### src/rtl/mdma_pkg.sv
package mdma_pkg;

    typedef enum logic [1:0] {
        EV_NONE,
        EV_UNIT,
        EV_ZERO,
        EV_FAULT
    } ev_kind_e;

    typedef enum logic [1:0] {
        ST_IDLE,
        ST_READ,
        ST_WRITE
    } eng_state_e;

    localparam int SB_EN     = 0;
    localparam int SB_TERM   = 1;
    localparam int SB_HALT   = 2;
    localparam int SB_DONE   = 3;
    localparam int SB_AERR   = 4;
    localparam int SB_DIRECT = 31;

    localparam int CB_SINC = 23;
    localparam int CB_DINC = 22;
    localparam int CB_IE   = 1;

    localparam int GB_EN   = 0;
    localparam int GB_AERR = 2;
    localparam int GB_HALT = 3;

    localparam logic [31:0] STAT_MASK = 32'h8000_005F;
    localparam logic [31:0] CMD_MASK  = 32'h00C0_F783;
    localparam logic [31:0] GCTL_MASK = 32'h0000_030D;

    function automatic logic code_ok(input logic [2:0] code);
        return code <= 3'd4;
    endfunction

    function automatic logic [5:0] unit_bytes(input logic [2:0] code);
        case (code)
            3'd0:    return 6'd4;
            3'd1:    return 6'd1;
            3'd2:    return 6'd2;
            3'd3:    return 6'd16;
            3'd4:    return 6'd32;
            default: return 6'd0;
        endcase
    endfunction

    function automatic logic [3:0] unit_words(input logic [2:0] code);
        case (code)
            3'd3:    return 4'd4;
            3'd4:    return 4'd8;
            default: return 4'd1;
        endcase
    endfunction

    function automatic logic [1:0] unit_msize(input logic [2:0] code);
        case (code)
            3'd1:    return 2'd0;
            3'd2:    return 2'd1;
            default: return 2'd2;
        endcase
    endfunction

endpackage

### src/rtl/mdma_chan.sv
module mdma_chan
    import mdma_pkg::*;
#(
    parameter int AW = 32
) (
    input  logic          clk,
    input  logic          rst_n,
    input  logic          wr_en,
    input  logic [2:0]    wr_off,
    input  logic [31:0]   wr_data,
    input  logic          ev_hit,
    input  ev_kind_e      ev_kind,
    output logic [AW-1:0] src,
    output logic [AW-1:0] dst,
    output logic [31:0]   cnt,
    output logic [31:0]   rtype,
    output logic [31:0]   stat,
    output logic [31:0]   cmd,
    output logic [31:0]   desc,
    output logic          runnable
);

    logic [AW-1:0] step;
    assign step = AW'(unit_bytes(cmd[10:8]));

    always_ff @(posedge clk) begin
        if (!rst_n) begin
            src   <= '0;
            dst   <= '0;
            cnt   <= '0;
            rtype <= '0;
            stat  <= '0;
            cmd   <= '0;
            desc  <= '0;
        end else begin
            if (ev_hit) begin
                case (ev_kind)
                    EV_UNIT: begin
                        cnt <= cnt - 32'd1;
                        if (cmd[CB_SINC]) src <= src + step;
                        if (cmd[CB_DINC]) dst <= dst + step;
                        if (cnt == 32'd1) begin
                            stat[SB_DONE] <= 1'b1;
                            stat[SB_TERM] <= 1'b1;
                        end
                    end
                    EV_ZERO: begin
                        stat[SB_DONE] <= 1'b1;
                        stat[SB_TERM] <= 1'b1;
                    end
                    EV_FAULT: begin
                        stat[SB_AERR] <= 1'b1;
                        stat[SB_HALT] <= 1'b1;
                    end
                    default: ;
                endcase
            end
            // software write takes precedence over an engine update
            if (wr_en) begin
                case (wr_off)
                    3'd0:    src   <= wr_data[AW-1:0];
                    3'd1:    dst   <= wr_data[AW-1:0];
                    3'd2:    cnt   <= wr_data;
                    3'd3:    rtype <= wr_data;
                    3'd4:    stat  <= wr_data & STAT_MASK;
                    3'd5:    cmd   <= wr_data & CMD_MASK;
                    3'd6:    desc  <= wr_data;
                    default: ;
                endcase
            end
        end
    end

    assign runnable = stat[SB_EN] & stat[SB_DIRECT] & ~stat[SB_HALT] & ~stat[SB_DONE];

endmodule

### src/rtl/mdma_rr.sv
module mdma_rr #(
    parameter int N   = 6,
    parameter int CHW = 3
) (
    input  logic           clk,
    input  logic           rst_n,
    input  logic [N-1:0]   req,
    input  logic           take,
    output logic           any,
    output logic [CHW-1:0] gidx
);

    logic [CHW-1:0] last_q;

    always_comb begin
        int idx;
        any  = 1'b0;
        gidx = '0;
        idx  = 0;
        for (int k = 1; k <= N; k++) begin
            idx = int'(last_q) + k;
            if (idx >= N) idx = idx - N;
            if (!any && req[idx]) begin
                any  = 1'b1;
                gidx = CHW'(idx);
            end
        end
    end

    always_ff @(posedge clk) begin
        if (!rst_n)    last_q <= CHW'(N - 1);
        else if (take) last_q <= gidx;
    end

endmodule

### src/rtl/mdma_engine.sv
module mdma_engine
    import mdma_pkg::*;
#(
    parameter int CHW = 3,
    parameter int AW  = 32
) (
    input  logic           clk,
    input  logic           rst_n,
    input  logic           any_req,
    input  logic [CHW-1:0] gidx,
    input  logic [AW-1:0]  sel_src,
    input  logic [AW-1:0]  sel_dst,
    input  logic [31:0]    sel_cnt,
    input  logic [31:0]    sel_cmd,
    output logic           take,
    output ev_kind_e       ev_kind,
    output logic [CHW-1:0] ev_ch,
    output logic           mem_valid,
    output logic           mem_we,
    output logic [1:0]     mem_size,
    output logic [AW-1:0]  mem_addr,
    output logic [31:0]    mem_wdata,
    input  logic           mem_ready,
    input  logic [31:0]    mem_rdata
);

    eng_state_e     state_q, state_d;
    logic [CHW-1:0] cur_ch;
    logic [AW-1:0]  src_q, dst_q;
    logic           sinc_q, dinc_q;
    logic [2:0]     code_q;
    logic [3:0]     beat_q, words_q;
    logic [31:0]    rbuf;
    logic [2:0]     sel_code;
    logic           last_beat;
    logic [AW-1:0]  beat_off;

    assign sel_code  = sel_cmd[10:8];
    assign last_beat = (beat_q == words_q - 4'd1);
    assign beat_off  = AW'({beat_q, 2'b00});

    always_ff @(posedge clk) begin
        if (!rst_n) state_q <= ST_IDLE;
        else        state_q <= state_d;
    end

    always_ff @(posedge clk) begin
        if (!rst_n) begin
            cur_ch  <= '0;
            src_q   <= '0;
            dst_q   <= '0;
            sinc_q  <= 1'b0;
            dinc_q  <= 1'b0;
            code_q  <= '0;
            beat_q  <= '0;
            words_q <= 4'd1;
            rbuf    <= '0;
        end else begin
            if (state_q == ST_IDLE && take) begin
                cur_ch  <= gidx;
                src_q   <= sel_src;
                dst_q   <= sel_dst;
                sinc_q  <= sel_cmd[CB_SINC];
                dinc_q  <= sel_cmd[CB_DINC];
                code_q  <= sel_code;
                beat_q  <= '0;
                words_q <= unit_words(sel_code);
            end
            if (state_q == ST_READ && mem_ready)  rbuf   <= mem_rdata;
            if (state_q == ST_WRITE && mem_ready) beat_q <= beat_q + 4'd1;
        end
    end

    always_comb begin
        state_d = state_q;
        unique case (state_q)
            ST_IDLE:  if (any_req && code_ok(sel_code) && sel_cnt != 32'd0) state_d = ST_READ;
            ST_READ:  if (mem_ready) state_d = ST_WRITE;
            ST_WRITE: if (mem_ready) state_d = last_beat ? ST_IDLE : ST_READ;
            default:  state_d = ST_IDLE;
        endcase
    end

    always_comb begin
        take      = 1'b0;
        ev_kind   = EV_NONE;
        ev_ch     = cur_ch;
        mem_valid = 1'b0;
        mem_we    = 1'b0;
        mem_addr  = '0;
        mem_size  = unit_msize(code_q);
        mem_wdata = rbuf;
        unique case (state_q)
            ST_IDLE: begin
                take  = any_req;
                ev_ch = gidx;
                if (any_req) begin
                    if (!code_ok(sel_code))      ev_kind = EV_FAULT;
                    else if (sel_cnt == 32'd0)   ev_kind = EV_ZERO;
                end
            end
            ST_READ: begin
                mem_valid = 1'b1;
                mem_addr  = sinc_q ? src_q + beat_off : src_q;
            end
            ST_WRITE: begin
                mem_valid = 1'b1;
                mem_we    = 1'b1;
                mem_addr  = dinc_q ? dst_q + beat_off : dst_q;
                if (mem_ready && last_beat) ev_kind = EV_UNIT;
            end
            default: ;
        endcase
    end

endmodule

### src/rtl/mdma_ctrl.sv
module mdma_ctrl
    import mdma_pkg::*;
#(
    parameter int N  = 6,
    parameter int AW = 32
) (
    input  logic          clk,
    input  logic          rst_n,
    input  logic          reg_wr,
    input  logic [9:0]    reg_addr,
    input  logic [31:0]   reg_wdata,
    output logic [31:0]   reg_rdata,
    output logic          mem_valid,
    output logic          mem_we,
    output logic [1:0]    mem_size,
    output logic [AW-1:0] mem_addr,
    output logic [31:0]   mem_wdata,
    input  logic          mem_ready,
    input  logic [31:0]   mem_rdata,
    output logic          irq
);

    localparam int CHW = (N > 1) ? $clog2(N) : 1;
    localparam logic [9:0] A_GCTL = 10'h300;
    localparam logic [9:0] A_PEND = 10'h304;

    logic [AW-1:0]  src_a [N];
    logic [AW-1:0]  dst_a [N];
    logic [31:0]    cnt_a [N];
    logic [31:0]    rtp_a [N];
    logic [31:0]    stat_a[N];
    logic [31:0]    cmd_a [N];
    logic [31:0]    dsc_a [N];
    logic [N-1:0]   runnable, req, pend;
    logic [31:0]    gctl;
    logic           any_req, take;
    logic [CHW-1:0] gidx, ev_ch, rd_ch;
    ev_kind_e       ev_kind;
    logic           is_ch, run_ok;
    logic [2:0]     off;

    assign is_ch  = (reg_addr[9:5] < 5'(N));
    assign rd_ch  = CHW'(reg_addr[9:5]);
    assign off    = reg_addr[4:2];
    assign run_ok = gctl[GB_EN] & ~gctl[GB_HALT];

    for (genvar i = 0; i < N; i++) begin : g_ch
        mdma_chan #(.AW(AW)) u_chan (
            .clk      (clk),
            .rst_n    (rst_n),
            .wr_en    (reg_wr && is_ch && reg_addr[9:5] == 5'(i)),
            .wr_off   (off),
            .wr_data  (reg_wdata),
            .ev_hit   (ev_kind != EV_NONE && ev_ch == CHW'(i)),
            .ev_kind  (ev_kind),
            .src      (src_a[i]),
            .dst      (dst_a[i]),
            .cnt      (cnt_a[i]),
            .rtype    (rtp_a[i]),
            .stat     (stat_a[i]),
            .cmd      (cmd_a[i]),
            .desc     (dsc_a[i]),
            .runnable (runnable[i])
        );
        assign req[i]  = run_ok & runnable[i];
        assign pend[i] = stat_a[i][SB_DONE] & cmd_a[i][CB_IE];
    end

    assign irq = |pend;

    mdma_rr #(.N(N), .CHW(CHW)) u_rr (
        .clk   (clk),
        .rst_n (rst_n),
        .req   (req),
        .take  (take),
        .any   (any_req),
        .gidx  (gidx)
    );

    mdma_engine #(.CHW(CHW), .AW(AW)) u_eng (
        .clk       (clk),
        .rst_n     (rst_n),
        .any_req   (any_req),
        .gidx      (gidx),
        .sel_src   (src_a[gidx]),
        .sel_dst   (dst_a[gidx]),
        .sel_cnt   (cnt_a[gidx]),
        .sel_cmd   (cmd_a[gidx]),
        .take      (take),
        .ev_kind   (ev_kind),
        .ev_ch     (ev_ch),
        .mem_valid (mem_valid),
        .mem_we    (mem_we),
        .mem_size  (mem_size),
        .mem_addr  (mem_addr),
        .mem_wdata (mem_wdata),
        .mem_ready (mem_ready),
        .mem_rdata (mem_rdata)
    );

    always_ff @(posedge clk) begin
        if (!rst_n)                          gctl <= '0;
        else if (reg_wr && reg_addr == A_GCTL) gctl <= reg_wdata & GCTL_MASK;
        else if (ev_kind == EV_FAULT)        gctl[GB_AERR] <= 1'b1;
    end

    always_comb begin
        reg_rdata = '0;
        if (is_ch) begin
            case (off)
                3'd0:    reg_rdata = 32'(src_a[rd_ch]);
                3'd1:    reg_rdata = 32'(dst_a[rd_ch]);
                3'd2:    reg_rdata = cnt_a[rd_ch];
                3'd3:    reg_rdata = rtp_a[rd_ch];
                3'd4:    reg_rdata = stat_a[rd_ch];
                3'd5:    reg_rdata = cmd_a[rd_ch];
                3'd6:    reg_rdata = dsc_a[rd_ch];
                default: reg_rdata = '0;
            endcase
        end else if (reg_addr == A_GCTL) begin
            reg_rdata = gctl;
        end else if (reg_addr == A_PEND) begin
            reg_rdata = 32'(pend);
        end
    end

endmodule

### config.mk
export PLATFORM = sky130hd
export DESIGN_NAME = mdma_ctrl
export DESIGN_NICKNAME = d
export VERILOG_FILES = /design/src/rtl/mdma_pkg.sv /design/src/rtl/mdma_chan.sv /design/src/rtl/mdma_rr.sv /design/src/rtl/mdma_engine.sv /design/src/rtl/mdma_ctrl.sv
export SDC_FILE = /design/constraint.sdc
export NUM_CORES = 2
export LEC_CHECK = 0
export ABC_CLOCK_PERIOD_IN_PS = 7650
export BUFFER_PORTS_ARGS = -buffer_cell sky130_fd_sc_hd__buf_4
export CORE_ASPECT_RATIO = 1.5
export CORE_MARGIN = 2
export CORE_UTILIZATION = 30
export CTS_BUF_LIST = sky130_fd_sc_hd__clkbuf_16
export DETAILED_ROUTE_END_ITERATION = 10
export SLEW_MARGIN = 20
export SYNTH_ARGS = -nofsm -noshare
export SYNTH_HDL_FRONTEND = slang
export SYNTH_HIERARCHICAL = 1
export SYNTH_SLANG_ARGS = --single-unit
### constraint.sdc
create_clock -name clk -period 7.65 [get_ports clk]
set_clock_uncertainty 0.1 [all_clocks]
set_input_delay 0.3825 -clock clk [delete_from_list [all_inputs] [get_ports clk]]
set_output_delay 0.3825 -clock clk [all_outputs]
set_load 0.02 [all_outputs]
==> flow_summary.json <==
{
  "outcome": "finished with violations",
  "violations": "DRC",
  "postRouteAntennaNets": 0,
  "peakVddDrop_uv": 240,
  "grt_pass1_vias": 74400,
  "cts_sinks": 1195,
  "slew_headroom_pct": 6.28,
  "hp-class": "in2reg",
  "drive_gt1_share_pct": 13.2,
  "postLayoutCoreUtil_pct": 33.8,
  "timing.hold.ws_ps": 35.1,
  "min_period_over_period_pct": 97.0,
  "syn_inst": 9859,
  "post_drt_via_cell_ratio": 6.03,
  "cap_violations": 0,
  "clkTransAtPathRegs_ps": 70,
  "powerDensity_nw_per_um2": 200,
  "dp_hpwl_um": 279000,
  "use_met3_pct": 6.78,
  "multi_input_area_um2": 50100,
  "path_buf_inv": 7,
  "grt_max_degree": 103,
  "core_um2": 261000,
  "wirelength_um": 407000,
  "setup_ws_ps": 227,
  "use_met2_pct": 47.7,
  "cts.path.max_buffers": 3,
  "top_usage_layer": "met2",
  "critPathKind": "reg2reg",
  "wl_per_cell_um": 30.3,
  "portBuffers": 178,
  "hold_viol_final": 0,
  "drtIter0Drc": 9128,
  "critPathRequiredTime_ps": 8290,
  "gp_congestion": 1.04,
  "antenna_found_initial": 36,
  "vias": 81000,
  "grt_use_total_pct": 29.4,
  "fillerInstances": 27600,
  "crit_fanout": 16,
  "fp-row-count": 230,
  "syn_area_um2": 78500,
  "clkLatencyLatePin_ps": 870,
  "syn_area_per_cell_um2": 7.96,
  "yosysWarningCount": 6,
  "die_y_um": 630,
  "arrival_ps": 8060,
  "drc": 1,
  "setup_viol": 0,
  "die_width_um": 422,
  "dieArea_um2": 266000,
  "grt_pass1_wl_um": 568000,
  "cp-startpoint": "u_rr/last_q[0]$_SDFFE_PN1P_",
  "cts_tree": "yes",
  "crit_family": "simple AND/OR/NAND/NOR gates",
  "cp-start-kind": "flip-flop",
  "end_kind": "flip-flop",
  "cpPeakStageDelay_ps": 500,
  "worst_slew_pin_slew_ps": 1410,
  "cts-root-buf": "clkbuf_16",
  "first_pass_iters": 10,
  "finalWorstPathRequiredPeriod_ps": 7420,
  "pin_count": 179,
  "leakage_nw": 29.4,
  "reg2reg_from": "u_rr/last_q[0]$_SDFFE_PN1P_",
  "regArea_um2": 23900,
  "crit_slowest_cell": "mux4_2",
  "floorplan.initialDensity_pct": 30.1,
  "h-tree-depth": 3,
  "slew_violations": 0,
  "fmax_ghz": 0.135,
  "post-place-ws_ps": -219,
  "areaGrowthSynthToFinish_pct": 12.5,
  "met1_usage_pct": 30.7,
  "grt_overflow_total": 0,
  "numCtsBuffers": 117,
  "nNetsFinal": 10000,
  "hold_start": "reg_wdata[1]"
}
path summary, 6_finish.rpt:
check / endpoint / slack [ps] / cells after the start
worst max register to register: g_ch[1].u_chan/cnt[13]$_SDFF_PN0_ / 230 / 31
worst min-delay path: g_ch[2].u_chan/rtype[1]$_SDFFE_PN0P_ / 40 / 3
worst min register to register: g_ch[2].u_chan/rtype[8]$_SDFFE_PN0P_ / 350 / 2
worst max-delay path: g_ch[1].u_chan/cnt[13]$_SDFF_PN0_ / 230 / 31
layout by cell type (no fill, tap or decap), types with 60 or more instances in the layout:
cell	instances
a211oi_1	190
a21oi_1	1038
a31oi_1	193
and3_1	107
buf_4	507
clkbuf_16	119
conb_1	270
dfxtp_1	1195
ha_1	118
inv_1	206
mux2_2	107
mux2i_1	319
mux4_2	235
nand2_1	1592
nand3_1	224
nand4_1	123
nor2_1	491
nor3_1	156
nor4_1	73
o21ai_0	587
o22ai_1	187
o31ai_1	60
or3_1	161
or4_1	86
xnor2_1	219
xor2_1	192
area by class of cell:
class / instances / area share (%)
Antenna cell: 24 / 0.0680
Clock buffer: 118 / 3.35
Clock inverter: 104 / 1.31
Inverter: 204 / 0.894
Multi-Input combinational cell: 7716 / 56.7
Sequential cell: 1195 / 27.1
Tap cell: 3480 / 4.93
Timing Repair Buffer: 591 / 5.63
flip-flops by register name (all words and copies together) (netlist names), 5 cells and up:
signal,count
g_ch.u_chan/cmd,72
g_ch.u_chan/cnt,192
g_ch.u_chan/desc,192
g_ch.u_chan/dst,192
g_ch.u_chan/rtype,192
g_ch.u_chan/src,192
g_ch.u_chan/stat,42
gctl,5
u_eng/dst_q,32
u_eng/mem_wdata,32
u_eng/src_q,32
tightest hold or removal path, delay by kind of cell:
| kind | cells | cell delay, ps |
|---|---|---|
| compound gates | 1 | 60 |
| buf+inv | 1 | 320 |
| simple gates | 1 | 150 |
power breakdown:
| group | switching (mW) | leakage, nW | internal, mW | total, mW |
|---|---|---|---|---|
| Combinational | 3.32 | 17.7 | 1.57 | 4.88 |
| Sequential | 0.0525 | 9.62 | 6.27 | 6.32 |
| Clock | 2.97 | 2.04 | 3.51 | 6.48 |
| Total | 6.34 | 29.4 | 11.3 | 17.7 |
through the flow:
step,power [mW],setup TNS (ps),cell area (µm²),std cells
detailed placement,11.0,-3910,83200,13100
global route,18.1,-97.2,88200,13400
global placement,11.0,-1700,83200,13100
floorplan,9.48,0,79500,10100
finish,17.7,0,88300,13400
CTS,17.4,0,87800,13400
what timing repair did:
item,CTS,global route
pin swaps,0,5
endpoints found under the hold margin,163,0
gates cloned,0,2
hold buffers,43,0
gates resized for setup,2,27
endpoints found under the setup margin,116,280
buffers inserted,0,9
metal layers:
| metal | vias to the layer above | part of all wire, % |
|---|---|---|
| met2 | 4502 | 46 |
| met3 | 1574 | 8.5 |
| met1 | 39400 | 33 |
| met5 | - | 0.026 |
| li1 | 35500 | - |
| met4 | 16 | 12 |
No activity file was read; power rests on OpenSTA's default activity.
